<file path="config.mk">
export PLATFORM = sky130hd
export DESIGN_NAME = pflash_cmd_seq
export DESIGN_NICKNAME = d
export VERILOG_FILES = /design/src/rtl/pflash_seq_pkg.sv /design/src/rtl/pflash_step_rom.sv /design/src/rtl/pflash_bus_cycle.sv /design/src/rtl/pflash_cmd_seq.sv
export SDC_FILE = /design/constraint.sdc
export NUM_CORES = 1
export LEC_CHECK = 0
export BUFFER_PORTS_ARGS = -buffer_cell sky130_fd_sc_hd__buf_2
export CAP_MARGIN = 5
export CORE_AREA = 2 2 86 108
export DETAILED_ROUTE_END_ITERATION = 10
export DIE_AREA = 0 0 88 110
export GPL_TIMING_DRIVEN = 1
export PLACE_DENSITY = 0.62
export SLEW_MARGIN = 20
export SYNTH_ARGS = -nofsm -noshare
export SYNTH_HDL_FRONTEND = slang
export SYNTH_SLANG_ARGS = --single-unit
</file>
<file path="constraint.sdc">
create_clock -name clk -period 3.3 [get_ports clk]
set_input_delay 0.165 -clock clk [delete_from_list [all_inputs] [get_ports clk]]
set_output_delay 0.165 -clock clk [all_outputs]
set_load 0.01 [all_outputs]
</file>
<file path="src/rtl/pflash_seq_pkg.sv">
package pflash_seq_pkg;

  localparam int BYTE_W = 8;

  localparam logic [2:0] OP_PROG  = 3'd0;
  localparam logic [2:0] OP_SECT  = 3'd1;
  localparam logic [2:0] OP_BLK   = 3'd2;
  localparam logic [2:0] OP_CHIP  = 3'd3;

  localparam logic [15:0] UNLOCK_HI = 16'h5555;
  localparam logic [15:0] UNLOCK_LO = 16'h2AAA;

  typedef enum logic [2:0] {
    PH_IDLE, PH_SETUP, PH_STROBE, PH_HOLD, PH_GAP
  } bus_phase_t;

  typedef enum logic {ST_IDLE, ST_RUN} seq_state_t;

  function automatic logic op_known(input logic [2:0] op);
    return op <= OP_CHIP;
  endfunction

  // index of the final write of a supported command
  function automatic logic [2:0] op_last_step(input logic [2:0] op);
    return (op == OP_PROG) ? 3'd3 : 3'd5;
  endfunction

  function automatic logic [7:0] erase_final_byte(input logic [2:0] op);
    case (op)
      OP_SECT: return 8'h30;
      OP_BLK:  return 8'h50;
      default: return 8'h10;
    endcase
  endfunction

endpackage

</file>
<file path="src/rtl/pflash_step_rom.sv">
module pflash_step_rom
  import pflash_seq_pkg::*;
#(
  parameter int ADDR_W = 20
) (
  input  logic [2:0]        op,
  input  logic [2:0]        step,
  input  logic              shift,
  input  logic [ADDR_W-1:0] mask,
  input  logic [ADDR_W-1:0] target,
  input  logic [7:0]        data,
  output logic [ADDR_W-1:0] addr,
  output logic [7:0]        dq
);

  logic [ADDR_W-1:0] ua, ub;

  always_comb begin
    ua = (shift ? ADDR_W'(UNLOCK_LO) : ADDR_W'(UNLOCK_HI)) & mask;
    ub = (shift ? ADDR_W'(UNLOCK_HI) : ADDR_W'(UNLOCK_LO)) & mask;
  end

  always_comb begin
    addr = '0;
    dq   = '0;
    case (step)
      3'd0: begin addr = ua; dq = 8'hAA; end
      3'd1: begin addr = ub; dq = 8'h55; end
      3'd2: begin addr = ua; dq = (op == OP_PROG) ? 8'hA0 : 8'h80; end
      3'd3: begin
        if (op == OP_PROG) begin addr = target; dq = data; end
        else begin addr = ua; dq = 8'hAA; end
      end
      3'd4: begin addr = ub; dq = 8'h55; end
      3'd5: begin
        addr = (op == OP_CHIP) ? ua : target;
        dq   = erase_final_byte(op);
      end
      default: begin addr = '0; dq = '0; end
    endcase
  end

endmodule

</file>
<file path="src/rtl/pflash_bus_cycle.sv">
module pflash_bus_cycle
  import pflash_seq_pkg::*;
#(
  parameter int WE_CYCLES  = 3,
  parameter int GAP_CYCLES = 5
) (
  input  logic       clk,
  input  logic       rst_n,
  input  logic       go,
  input  logic       slow,
  output bus_phase_t phase,
  output logic       wr_last
);

  localparam int MAXC     = (WE_CYCLES > GAP_CYCLES) ? WE_CYCLES : GAP_CYCLES;
  localparam int CW       = $clog2(MAXC + 1);
  localparam int WE_LOAD  = (WE_CYCLES  > 0) ? WE_CYCLES - 1  : 0;
  localparam int GAP_LOAD = (GAP_CYCLES > 0) ? GAP_CYCLES - 1 : 0;

  logic [CW-1:0] cnt;
  logic          gap_on;

  assign gap_on  = slow && (GAP_CYCLES != 0);
  assign wr_last = ((phase == PH_HOLD) && !gap_on) ||
                   ((phase == PH_GAP) && (cnt == '0));

  always_ff @(posedge clk or negedge rst_n) begin
    if (!rst_n) begin
      phase <= PH_IDLE;
      cnt   <= '0;
    end else begin
      case (phase)
        PH_IDLE:   if (go) phase <= PH_SETUP;
        PH_SETUP: begin
          phase <= PH_STROBE;
          cnt   <= CW'(WE_LOAD);
        end
        PH_STROBE: begin
          if (cnt == '0) phase <= PH_HOLD;
          else           cnt   <= cnt - 1'b1;
        end
        PH_HOLD: begin
          if (gap_on) begin
            phase <= PH_GAP;
            cnt   <= CW'(GAP_LOAD);
          end else begin
            phase <= go ? PH_SETUP : PH_IDLE;
          end
        end
        PH_GAP: begin
          if (cnt == '0) phase <= go ? PH_SETUP : PH_IDLE;
          else           cnt   <= cnt - 1'b1;
        end
        default: phase <= PH_IDLE;
      endcase
    end
  end

endmodule

</file>
<file path="src/rtl/pflash_cmd_seq.sv">
module pflash_cmd_seq
  import pflash_seq_pkg::*;
#(
  parameter int ADDR_W     = 20,
  parameter int WE_CYCLES  = 3,
  parameter int GAP_CYCLES = 5
) (
  input  logic              clk,
  input  logic              rst_n,
  input  logic              req_valid,
  input  logic [2:0]        req_op,
  input  logic [ADDR_W-1:0] req_addr,
  input  logic [7:0]        req_data,
  input  logic              cfg_shift,
  input  logic [ADDR_W-1:0] cfg_addr_mask,
  input  logic              cfg_slow,
  output logic              busy,
  output logic              done,
  output logic              err,
  output logic [ADDR_W-1:0] flash_addr,
  output logic [7:0]        flash_dq,
  output logic              flash_we_n,
  output logic              flash_ce_n
);

  seq_state_t        state;
  logic [2:0]        op_q, step_q;
  logic [ADDR_W-1:0] addr_q, mask_q;
  logic [7:0]        data_q;
  logic              shift_q, slow_q, done_q, err_q;

  // named events for the checker
  logic       accept_ok, accept_bad, last_step, go, wr_last, ce_active;
  bus_phase_t phase;
  logic [ADDR_W-1:0] rom_addr;
  logic [7:0]        rom_dq;

  assign accept_ok  = (state == ST_IDLE) && req_valid && op_known(req_op);
  assign accept_bad = (state == ST_IDLE) && req_valid && !op_known(req_op);
  assign last_step  = (step_q == op_last_step(op_q));
  assign go         = accept_ok || ((state == ST_RUN) && wr_last && !last_step);

  pflash_bus_cycle #(.WE_CYCLES(WE_CYCLES), .GAP_CYCLES(GAP_CYCLES)) u_bus (
    .clk(clk), .rst_n(rst_n), .go(go), .slow(slow_q),
    .phase(phase), .wr_last(wr_last)
  );

  pflash_step_rom #(.ADDR_W(ADDR_W)) u_rom (
    .op(op_q), .step(step_q), .shift(shift_q), .mask(mask_q),
    .target(addr_q), .data(data_q), .addr(rom_addr), .dq(rom_dq)
  );

  always_ff @(posedge clk or negedge rst_n) begin
    if (!rst_n) begin
      state   <= ST_IDLE;
      op_q    <= '0;
      step_q  <= '0;
      addr_q  <= '0;
      mask_q  <= '0;
      data_q  <= '0;
      shift_q <= 1'b0;
      slow_q  <= 1'b0;
      done_q  <= 1'b0;
      err_q   <= 1'b0;
    end else begin
      done_q <= 1'b0;
      err_q  <= 1'b0;
      case (state)
        ST_IDLE: begin
          if (accept_ok) begin
            state   <= ST_RUN;
            op_q    <= req_op;
            step_q  <= '0;
            addr_q  <= req_addr;
            mask_q  <= cfg_addr_mask;
            data_q  <= req_data;
            shift_q <= cfg_shift;
            slow_q  <= cfg_slow;
          end else if (accept_bad) begin
            done_q <= 1'b1;
            err_q  <= 1'b1;
          end
        end
        ST_RUN: begin
          if (wr_last) begin
            if (last_step) begin
              state  <= ST_IDLE;
              done_q <= 1'b1;
            end else begin
              step_q <= step_q + 1'b1;
            end
          end
        end
        default: state <= ST_IDLE;
      endcase
    end
  end

  assign ce_active  = (phase == PH_SETUP) || (phase == PH_STROBE) || (phase == PH_HOLD);
  assign flash_ce_n = !ce_active;
  assign flash_we_n = (phase != PH_STROBE);
  assign flash_addr = ce_active ? rom_addr : '0;
  assign flash_dq   = ce_active ? rom_dq   : '0;
  assign busy       = (state == ST_RUN);
  assign done       = done_q;
  assign err        = err_q;

endmodule

</file>
==> impl_metrics.env <==
export IMPL_antenna_found_initial=0
export IMPL_drc=0
export IMPL_pwr_share_comb_pct=5.2
export IMPL_grt_max_degree=46
export IMPL_status="complete, no violations"
export IMPL_netlist_area_um2=3220
export IMPL_dp_hpwl_mm=5.14
export IMPL_vias=2462
export IMPL_postCtsSetupRepairBufs=0
export IMPL_setup_viol=0
export IMPL_ioPinCount=89
export IMPL_min_period_over_period_pct=86.4
export IMPL_min_to="slow_q"
export IMPL_skew_ns=0.00659
export IMPL_synth_edf_count=0
export IMPL_syn_area_per_cell_um2=10.9
export IMPL_ys_ff_latch=60
export IMPL_maxCapViolCount=0
export IMPL_hold_class="in -> reg"
export IMPL_rrSetupSlack_ns=1.23
export IMPL_rr_startpoint="u_bus.cnt[0]"
export IMPL_grt_pass1_vias=2472
export IMPL_rsz0062_at_grt="false"
export IMPL_vdd_ir_drop_max_v=0.000174
export IMPL_grt_usage_pct=15.4
export IMPL_viasPerCell=4.91
export IMPL_clockPowerShare_pct=45.9
export IMPL_synth_xor_area_share_pct=0.272
export IMPL_sequentialPowerShare_pct=48.8
export IMPL_cts_buffers=9
export IMPL_hold_violations=0
export IMPL_gr_total_overflow=0
export IMPL_startpoint_type="flip-flop"
export IMPL_cts_tree="done"
export IMPL_synth_compound_area_share_pct=15.7
export IMPL_hold_path_depth=3
export IMPL_ff2ff_path_depth=8
export IMPL_fp_dieW_um=88
export IMPL_drv_slew=0
export IMPL_min_from="cfg_slow"
export IMPL_timing_fmax_mhz=351
export IMPL_clk_pin_slew_worst_paths_ns=0.06
export IMPL_htree_levels=3
export IMPL_insertion_delay_ns=0.33
export IMPL_switching_share_pct=21.0
export IMPL_hold_ws_ns=0.0433
export IMPL_fin_nets=439
export IMPL_layout_cells_most_common_list="82 x buf_2, 60 x dfrtp_1, 43 x mux2_2"
export IMPL_final_util_pct=46.0
export IMPL_num_rows=38
export IMPL_path_class="reg -> out"
export IMPL_synth_nets=358
export IMPL_syn2layout_area_growth_pct=22.8
export IMPL_tns_ns=0
export IMPL_ys_flop_type="dfrtp_1"
export IMPL_drive_gt1_share_pct=42.5
export IMPL_initialDrtViolationCount=65
export IMPL_gp_congestion=0.733
export IMPL_detail_route_wl_per_cell_um=14.2
export IMPL_leakagePower_nw=1.91
export IMPL_initial_core_util_pct=37.4
export IMPL_drtPass1Iterations=4
export IMPL_final_cells=501
export IMPL_die_h_um=110
export IMPL_endpoint_kind="output port"
export IMPL_root_buffer="clkbuf_8"
export IMPL_p_switching_mw=0.331
export IMPL_relSlewSlack_pct=54.4
export IMPL_dp_cells=484
export IMPL_synth_top_family_by_area="multiplexers"
export IMPL_port_buffers=83
export IMPL_final_common_cell="buf_2"
export IMPL_core_area_um2=8610
export IMPL_antenna_cells=0
export IMPL_routed_wl_mm=7.10
export IMPL_crit_fanout=8
export IMPL_crit_arrival_ns=2.69
export IMPL_synth_cell_type_count=55
export IMPL_synthAdderAreaFrac_pct=2.72
export IMPL_synth_area_mux_share_pct=16.7
export IMPL_die_area_um2=9680
export IMPL_cts_max_path_buffers=2
export IMPL_ys_seq_area_share_pct=46.6
export IMPL_cts_sinks=60
export IMPL_worst_pin_slew_ns=0.684
export IMPL_ant_nets=0
export IMPL_power_density_nw_per_um2=399
export IMPL_crit_required_ns=3.13
export IMPL_synth_warnings=0
export IMPL_timing_rr_end="step_q[1]"
export IMPL_fin_crit_ns=2.85
export IMPL_ys_async_sr_fraction_pct=100
export IMPL_p_int_mw=1.25
export IMPL_synth_simple_gate_area_share_pct=13.4
export IMPL_grt_pass1_wl_mm=11.5
export IMPL_syn_inst=295
metrics by stage:
stage / area (µm²) / power (mW) / worst slack [ns]
after floorplan: 3220 / 0.815 / 1.30
after global placement: 3720 / 0.866 / 0.831
after global routing: 3960 / 1.65 / 0.225
after CTS: 3940 / 1.60 / 0.415
final: 3960 / 1.58 / 0.447
after detailed placement: 3720 / 0.869 / 0.807
metal layers:
layer	up-vias	track usage, %	wire length [µm]
met5	-	0	0
met3	6	4.32	401
met1	1181	18.7	3270
met2	63	26.3	3360
li1	1212	-	-
met4	0	4.62	65
how the worst max path moves through the flow:
stage | from | to | cells after the start
finish | step_q[1] | flash_addr[13] | 8
global route | step_q[2] | flash_addr[10] | 8
CTS | step_q[1] | flash_addr[13] | 8
detailed placement | step_q[1] | flash_addr[13] | 8
global placement | step_q[1] | flash_addr[13] | 8
floorplan | step_q[1] | flash_addr[13] | 7
critical path, cell delays in order, from the launching register on:
cell      delay [ns]
dfrtp_1         0.46
inv_1           0.18
ha_1            0.32
mux2i_1         0.21
and2b_1         0.34
a21oi_2         0.35
inv_1           0.09
a221oi_2        0.22
buf_2           0.18
cell families (layout without fill, tap and decap cells):
kind of cell,after synthesis,after routing
mux,48,48
flops,60,60
xor+xnor,1,1
simple gates,78,78
buf+inv,29,115
compound gates,72,72
fa+ha+maj,7,7
area by class of cell:
cell class                 count  area (µm²)
fill                         838        4650
clock inverter                 4        72.6
multi-input combinational    206        1580
clock buffer                  12         145
inverter                      12        45.0
tap                          120         150
timing repair buffer          87         463
sequential                    60        1500
power by group through the flow:
stage          Clock (mW)  Sequential, mW  Combinational, mW
2_1_floorplan           0           0.781             0.0338
3_3_place_gp            0           0.784             0.0816
3_5_place_dp            0           0.785             0.0836
4_1_cts             0.750           0.771             0.0838
5_1_grt             0.780           0.774             0.0932
6_report            0.725           0.771             0.0827
flip-flops by register name, summed over array words and instances, names as in the netlist:
| signal | count |
|---|---|
| op_q | 3 |
| addr_q | 20 |
| step_q | 3 |
| u_bus.phase | 3 |
| data_q | 8 |
| busy | 1 |
| done | 1 |
| shift_q | 1 |
| u_bus.cnt | 3 |
| mask_q | 15 |
| err | 1 |
| slow_q | 1 |
cells in the mapped netlist, types with 3 or more instances:
cell,number,share of area [%]
dfrtp_1,60,47
mux2_2,43,15
nor2_1,23,2.7
nand2_1,20,2.3
a21oi_1,17,2.6
o21ai_0,14,2.2
inv_1,12,1.4
a22oi_1,9,2.1
buf_2,9,1.4
nor2b_1,8,1.6
ha_1,7,2.7
and3_1,5,0.97
o21ai_1,5,0.78
nand2b_1,4,0.78
nor3_1,4,0.62
buf_6,3,1.0
clkbuf_1,3,0.35
mux2i_1,3,0.93
repair_timing:
item | CTS | global route
hold endpoints to repair | 0 | 44
endpoints found under the setup margin | 0 | 0
hold buffers | 0 | 1
gates resized for setup | 0 | 0
No activity file was read; power rests on OpenSTA's default activity.
